==> config.mk <==
export PLATFORM = sky130hd
export DESIGN_NAME = serial_result_port
export DESIGN_NICKNAME = d
export VERILOG_FILES = /design/src/rtl/srp_pkg.sv /design/src/rtl/srp_sync.sv /design/src/rtl/srp_hold.sv /design/src/rtl/srp_ptr.sv /design/src/rtl/serial_result_port.sv
export SDC_FILE = /design/constraint.sdc
export NUM_CORES = 1
export LEC_CHECK = 0
export ABC_AREA = 0
export BUFFER_PORTS_ARGS = -buffer_cell sky130_fd_sc_hd__clkbuf_2
export CAP_MARGIN = 20
export CORE_MARGIN = 4
export CORE_UTILIZATION = 60
export CTS_BUF_LIST = sky130_fd_sc_hd__clkbuf_4
export CTS_CLUSTER_SIZE = 40
export DETAILED_ROUTE_END_ITERATION = 16
export PLACE_DENSITY = 0.89
export SLEW_MARGIN = 10
export SYNTH_ARGS = -nofsm -noshare
export SYNTH_HDL_FRONTEND = slang
export SYNTH_SLANG_ARGS = --single-unit
==> constraint.sdc <==
create_clock -name clk -period 3 [get_ports clk]
set_input_delay 0.15 -clock clk [delete_from_list [all_inputs] [get_ports clk]]
set_output_delay 0.15 -clock clk [all_outputs]
set_load 0.1 [all_outputs]
==> src/rtl/srp_pkg.sv <==
package srp_pkg;

    // Default geometry: one band flag plus a five-bit count.
    localparam int DEF_WORD_W = 6;
    localparam int DEF_SYNC   = 2;

    // A host line after synchronization, with its edges.
    typedef struct packed {
        logic lvl;
        logic rise;
        logic fall;
    } line_t;

    // Width of a pointer that can reach the value n.
    function automatic int ptr_bits(input int n);
        return (n < 2) ? 1 : $clog2(n + 1);
    endfunction

endpackage

==> src/rtl/srp_sync.sv <==
module srp_sync
    import srp_pkg::*;
#(
    parameter int   STAGES  = DEF_SYNC,
    parameter logic RST_VAL = 1'b0
) (
    input  logic  clk,
    input  logic  rst,
    input  logic  d,
    output line_t q
);

    logic [STAGES-1:0] chain;
    logic              last;

    generate
        for (genvar g = 0; g < STAGES; g++) begin : g_stage
            if (g == 0) begin : g_first
                always_ff @(posedge clk) begin
                    if (rst) chain[0] <= RST_VAL;
                    else     chain[0] <= d;
                end
            end else begin : g_next
                always_ff @(posedge clk) begin
                    if (rst) chain[g] <= RST_VAL;
                    else     chain[g] <= chain[g-1];
                end
            end
        end
    endgenerate

    always_ff @(posedge clk) begin
        if (rst) last <= RST_VAL;
        else     last <= chain[STAGES-1];
    end

    always_comb begin
        q.lvl  = chain[STAGES-1];
        q.rise = chain[STAGES-1] & ~last;
        q.fall = ~chain[STAGES-1] & last;
    end

endmodule

==> src/rtl/srp_hold.sv <==
module srp_hold #(
    parameter int W = 6
) (
    input  logic         clk,
    input  logic         rst,
    input  logic         load,
    input  logic [W-1:0] din,
    input  logic         frz,
    input  logic         sel,
    output logic [W-1:0] word_q,
    output logic         irq_q
);

    logic         park_q;
    logic [W-1:0] park_word_q;
    logic         take_new;
    logic         take_park;
    logic         park_new;

    always_comb begin
        take_new  = load & ~frz & ~sel;
        park_new  = load & ~frz & sel;
        take_park = ~load & ~frz & ~sel & park_q;
    end

    always_ff @(posedge clk) begin
        if (rst) begin
            word_q      <= '0;
            park_q      <= 1'b0;
            park_word_q <= '0;
        end else begin
            if (take_new) begin
                word_q <= din;
                park_q <= 1'b0;
            end else if (take_park) begin
                word_q <= park_word_q;
                park_q <= 1'b0;
            end
            if (park_new) begin
                park_q      <= 1'b1;
                park_word_q <= din;
            end
        end
    end

    always_ff @(posedge clk) begin
        if (rst)                       irq_q <= 1'b0;
        else if (sel)                  irq_q <= 1'b0;
        else if (take_new | take_park) irq_q <= 1'b1;
    end

endmodule

==> src/rtl/srp_ptr.sv <==
module srp_ptr
    import srp_pkg::*;
#(
    parameter int W  = 6,
    parameter int PW = ptr_bits(W)
) (
    input  logic         clk,
    input  logic         rst,
    input  logic         sel,
    input  logic         adv,
    input  logic         frz,
    input  logic [W-1:0] word,
    output logic [PW-1:0] ptr_q,
    output logic         sdo,
    output logic         sdo_oe
);

    localparam logic [PW-1:0] LAST = PW'(W);

    logic [W-1:0] view;

    always_ff @(posedge clk) begin
        if (rst)                        ptr_q <= '0;
        else if (!sel)                  ptr_q <= '0;
        else if (adv && ptr_q != LAST)  ptr_q <= ptr_q + 1'b1;
    end

    always_comb begin
        view   = word << ptr_q;
        sdo_oe = sel;
        if (!sel)     sdo = 1'b0;
        else if (frz) sdo = word[W-1];
        else          sdo = view[W-1];
    end

endmodule

==> src/rtl/serial_result_port.sv <==
module serial_result_port
    import srp_pkg::*;
#(
    parameter int WORD_W      = DEF_WORD_W,
    parameter int SYNC_STAGES = DEF_SYNC
) (
    input  logic              clk,
    input  logic              rst,
    input  logic [WORD_W-1:0] res_word,
    input  logic              res_load,
    input  logic              dec_off,
    input  logic              csn_in,
    input  logic              sclk_in,
    output logic              sdo,
    output logic              sdo_oe,
    output logic              irq_pull
);

    localparam int PW = ptr_bits(WORD_W);

    line_t             cs_line;
    line_t             ck_line;
    logic              sel_s;
    logic [WORD_W-1:0] word_q;
    logic [PW-1:0]     ptr_q;

    srp_sync #(.STAGES(SYNC_STAGES), .RST_VAL(1'b1)) i_cs_sync (
        .clk(clk), .rst(rst), .d(csn_in), .q(cs_line)
    );

    srp_sync #(.STAGES(SYNC_STAGES), .RST_VAL(1'b0)) i_ck_sync (
        .clk(clk), .rst(rst), .d(sclk_in), .q(ck_line)
    );

    assign sel_s = ~cs_line.lvl;

    srp_hold #(.W(WORD_W)) i_hold (
        .clk(clk), .rst(rst), .load(res_load), .din(res_word),
        .frz(dec_off), .sel(sel_s), .word_q(word_q), .irq_q(irq_pull)
    );

    srp_ptr #(.W(WORD_W), .PW(PW)) i_ptr (
        .clk(clk), .rst(rst), .sel(sel_s), .adv(ck_line.rise),
        .frz(dec_off), .word(word_q), .ptr_q(ptr_q),
        .sdo(sdo), .sdo_oe(sdo_oe)
    );

endmodule

# ---- Yosys cells after proc, flatten, opt, wreduce, memory -nomap -nowiden
# Cells that the tools add are included.
dict set report classes {
  n_eq_ne 1
  shift 1
  add_sub_neg 1
  bitwise_logic 12
  mux 7
  n_reduce_logical 5
}
# cell count
set op_table {}
lappend op_table {{6-bit two-way mux} 2}
lappend op_table {{1-bit bitwise AND} 7}
lappend op_table {{6-bit by 3-bit left shift with 6-bit output} 1}
lappend op_table {{1-bit two-way mux} 5}
lappend op_table {{1-bit inverter} 4}
lappend op_table {{2-bit OR reduction} 2}
lappend op_table {{3-bit by 1-bit adder with 3-bit output, second input constant} 1}
lappend op_table {{3-bit inequality test, second input constant} 1}
lappend op_table {{3-bit nonzero test} 1}
lappend op_table {{2-bit nonzero test} 1}
lappend op_table {{1-bit logical AND} 1}
lappend op_table {{1-bit OR} 1}
dict set report word_totals {
  in_bits 12
  wordCells 37
  ff_bits 22
}

# ---- Logic depth before layout (Yosys ltp)
dict set report logic_depth {
  ltp_word 7
  mapped_depth 6
  mapped_depth_nobuf 5
}

# ---- Modules after synthesis
# A second synthesis with hierarchy kept.
dict set report hier_totals {
  cells_unflattened 109
  hier_area_um2 1034.7
}
# mod area_each_um2 seq_area_each_um2 cells_per_inst instances
set modules_own_cells {}
lappend modules_own_cells {srp_hold 591.8 280.3 63 1}
lappend modules_own_cells {srp_ptr 240.2 60.1 27 1}
lappend modules_own_cells {{srp_sync at i_cs_sync} 100.1 60.1 9 1}
lappend modules_own_cells {{srp_sync at i_ck_sync} 98.8 60.1 9 1}
lappend modules_own_cells {serial_result_port 3.8 0.0 1 1}

# ---- Least setup slack after synthesis
# No wires, ideal clock.
dict set report synth_path {
  path_kind {register to output}
  startpoint {register i_cs_sync.chain[1], in the netlist i_cs_sync.q[2]}
  endpoint {output sdo}
  required_ns 2.850
  n_path_buf 0
  t_arrival_ns 1.675
  path_slack_ns 1.175
  stages_incl_launch_ff 3
  path_cell_list {dfxtp_1 -> inv_1 -> o221a_2}
}
dict set report synth_between {
  elab_chain_len 1
}
# item line_no
set synth_rtl {}
lappend synth_rtl {{start, declared} srp_sync.sv:13} ;# logic [STAGES-1:0] chain;
lappend synth_rtl {{start signal, assigned by index} srp_sync.sv:26} ;# else chain[g] <= chain[g-1];
lappend synth_rtl {{1-bit two-way mux} srp_ptr.sv:31} ;# if (!sel) sdo = 1'b0;
lappend synth_rtl {{end, declared} serial_result_port.sv:14} ;# output logic sdo,
# Every way passes these cells.

# ---- Worst setup path after layout
dict set report layout_path {
  startpoint {register i_ptr.ptr_q[0]}
  endpoint {output sdo}
}
dict set report layout_between {
  elab_chain_len 3
}
# item line_no
set layout_rtl {}
lappend layout_rtl {{start, declared} srp_ptr.sv:13} ;# output logic [PW-1:0] ptr_q,
lappend layout_rtl {{start signal, assigned} srp_ptr.sv:25} ;# else if (adv && ptr_q != LAST) ptr_q <= ptr_q + 1'b1;
lappend layout_rtl {{6-bit by 3-bit left shift with 6-bit output} srp_ptr.sv:29} ;# view = word << ptr_q;
lappend layout_rtl {{1-bit two-way mux} srp_ptr.sv:32} ;# else if (frz) sdo = word[W-1];
lappend layout_rtl {{1-bit two-way mux} srp_ptr.sv:31}
# Every way passes these cells.

==> out/qor.txt <==
status -> finished clean
Max Cap Viol -> 0
initial antenna violation count -> 0
IO Pins -> 15
I/O Buffers -> 14
clock slew at reported path FFs -> 0.12 ns
Hold Path Class -> primary input to register
fillers -> 120
delay-heaviest family, CP -> flip-flops
Tcrit/Tclk final -> 0.648
DRT Wirelength -> 1920 um
Die Wd -> 48.7 um
Yosys top cell area share -> 0.442
drt drc -> 0
core area -> 1540 um2
combinational power share -> 0.101
unrepaired setup endpoints after global routing -> false
number of DRC markers in iteration 0 -> 15
Top FF cell, synth -> dfxtp_1
clk buf depth -> 2
most common cell in the netlist -> dfxtp_1
Synth Area per Inst -> 9.14 um2
via count -> 815
post-route cell area -> 1120 um2
All-Layer GR Usage -> 0.176
Post-synth top cells -> 22 x dfxtp_1, 10 x a21oi_1, 9 x mux2i_1
Worst-Skew Late Latency -> 0.31 ns
Num Clock Sinks -> 22
vias in the first global route -> 748
Mapped Cells -> 109
WS Path Type -> register to output port
Reg2Reg Depth -> 5
Root Driver -> clkbuf_4
WP buf/inv -> 1
adder-cell share of the synthesized area -> 0.0251
worst slew pin tran -> 0.542 ns
Layout Skew -> 0.000869 ns
Max FO, Critical Path -> 7
Pwr per Cell Area -> 529 nW/um2
Fmax -> 0.514 GHz
row cnt -> 14
min Tclk post-route -> 1.95 ns
Yosys reg bits -> 22
nets -> 137
die area -> 2380 um2
Crit. path cell count -> 4
clock power share -> 0.379
CP max stage cell -> dfxtp_1
Reg power frac -> 0.519
final slew viol count -> 0
Syn. warnings -> 0
CP required -> 2.85 ns
synthesized area -> 996 um2
vias per inst -> 5.91
share of async-settable or async-resettable flops after synthesis -> 0
TritonCTS Buffers -> 3
Worst VDD drop -> 0.429 mV
Worst EP arrival -> 1.80 ns
NetSw -> 0.000134 W
Initial Util -> 0.646
sequential area share after synthesis -> 0.442
P_int -> 0.000459 W
synth top area cells -> dfxtp_1 44%, mux2i_1 9.0%, a21oi_1 5.0%, a21o_1 4.5%, nand3b_1 4.5%
Setup TNS -> 0 ns
first-pass GRT wire length -> 3280 um
CTS resizes -> 0
Antenna diodes -> 0
post-place instance area -> 1060 um2
largest net degree at the start of global routing -> 21
wire per inst -> 13.9 um
Clock H-tree levels -> 1
First-pass DRT Iterations -> 4
final setup fails -> 0
crit-path cells -> mux2i_1 > o31ai_1 > o221a_2 > clkbuf_2
slowest stage delay, CP -> 0.51 ns
Final Hold Violating Endpoints -> 0
CTS tree -> yes
post-DP HPWL -> 1410 um
Max-Slew Margin vs Limit -> 0.640
Setup crit start kind -> register
Switching Share -> 0.226
Die Ht -> 48.7 um
Post-DRT Antenna Nets -> 0
area grow syn2layout -> 12.6%
RD Place Congestion -> 0.785
Compound-Gate Fraction of Synth Area -> 0.190
largest area contributor in the netlist -> dfxtp_1
Synth Area in XOR/XNOR -> 0
WHS Path Cells -> 2
total gr overflow -> 0
crit path capture type -> output port
number of synthesized flops with an enable pin -> 0
share of layout cells above drive strength 1 -> 0.197
syn nets -> 123
post-synthesis mux area share -> 0.0905
largest family of logic cells by synthesized area -> simple AND/OR/NAND/NOR gates
library cells used by synthesis -> 25
leakage -> 0.424 nW
simple-gate share of the synthesized area -> 0.210
==> layer usage <==
metal / up-vias / GRT usage / wire length (um)
li1: 409 / - / -
met1: 371 / 0.228 / 884
met2: 28 / 0.270 / 864
met3: 7 / 0.0368 / 126
met4: 0 / 0.0942 / 46
met5: - / 0 / 0
==> per-stage QoR <==
stage          hold WS, ns  setup WS [ns]  cells   util  power (W)
6_report            0.0391           1.05    138  0.727   0.000593
5_1_grt             0.0147          0.902    138  0.727   0.000622
4_1_cts           0.000187           1.04    137  0.721   0.000596
3_5_place_dp         0.338           1.40    133  0.687   0.000373
3_3_place_gp         0.332           1.47    133  0.687   0.000370
2_1_floorplan        0.254           1.18    109      -   0.000356
==> registers in the layout, summed over array words and instances, names as in the netlist <==
signal              cells
i_hold.park_word_q      6
i_hold.word_q           6
i_ptr.ptr_q             3
i_ck_sync.chain         1
i_ck_sync.last          1
i_ck_sync.q             1
i_cs_sync.chain         1
i_cs_sync.q             1
i_hold.irq_q            1
i_hold.park_q           1
==> cell usage in the layout, fill, tap and decap left out, types with 3 or more instances in the layout <==
cell / count
nor2_1: 7
nand3b_1: 6
o21ai_0: 7
a21oi_1: 10
a21o_1: 6
clkbuf_2: 14
mux2i_1: 9
nand2_1: 7
or2_2: 3
inv_1: 4
clkbuf_4: 3
nor2b_1: 4
dfxtp_1: 22
nand2b_1: 4
==> timing repair <==
item,in CTS,in global routing
endpoints found under the setup margin,0,0
hold endpoints to repair,0,1
hold buffers,0,1
setup buffers,0,0
==> power by group through the flow <==
stage               registers, W  logic [W]  clock network, W
global route            0.000309  0.0000663          0.000246
detailed placement      0.000314  0.0000587                 0
CTS                     0.000308  0.0000590          0.000230
floorplan               0.000318  0.0000378                 0
finish                  0.000308  0.0000601          0.000225
global placement        0.000314  0.0000565                 0
==> kinds of logic (layout without fill, tap and decap cells) <==
family,after synthesis,count (layout)
multiplexers,9,9
buffers and inverters,10,23
flip-flops,22,22
adder cells (fa/ha/maj),2,2
AO/OA/AOI/OAI,30,30
AND/OR/NAND/NOR,36,36
==> worst reg2reg max path: stages (launching register included) <==
cell and delay (ns):
dfxtp_1 0.51, inv_1 0.08, ha_1 0.22, and2_1 0.16
or3_1 0.30, a21oi_1 0.13
==> cell type report <==
class / instances / area (um2) / area share
Clock inverter: 1 / 30.0 / 0.0268
Timing Repair Buffer: 15 / 80.1 / 0.0714
Sequential cell: 22 / 440 / 0.393
Multi-Input combinational cell: 77 / 513 / 0.458
Clock buffer: 3 / 22.5 / 0.0201
Inverter: 4 / 15.0 / 0.0134
Tap cell: 16 / 20.0 / 0.0179
==> final timing paths <==
kind                                    startpoint  slack [ns]            endpoint
worst max-delay path                i_ptr.ptr_q[0]        1.05                 sdo
worst min-delay path                       sclk_in        0.04  i_ck_sync.chain[0]
worst max register to register      i_ptr.ptr_q[0]        1.54      i_ptr.ptr_q[0]
worst min register to register  i_cs_sync.chain[0]        0.42      i_cs_sync.q[2]
(Power assumes the default switching activity.)
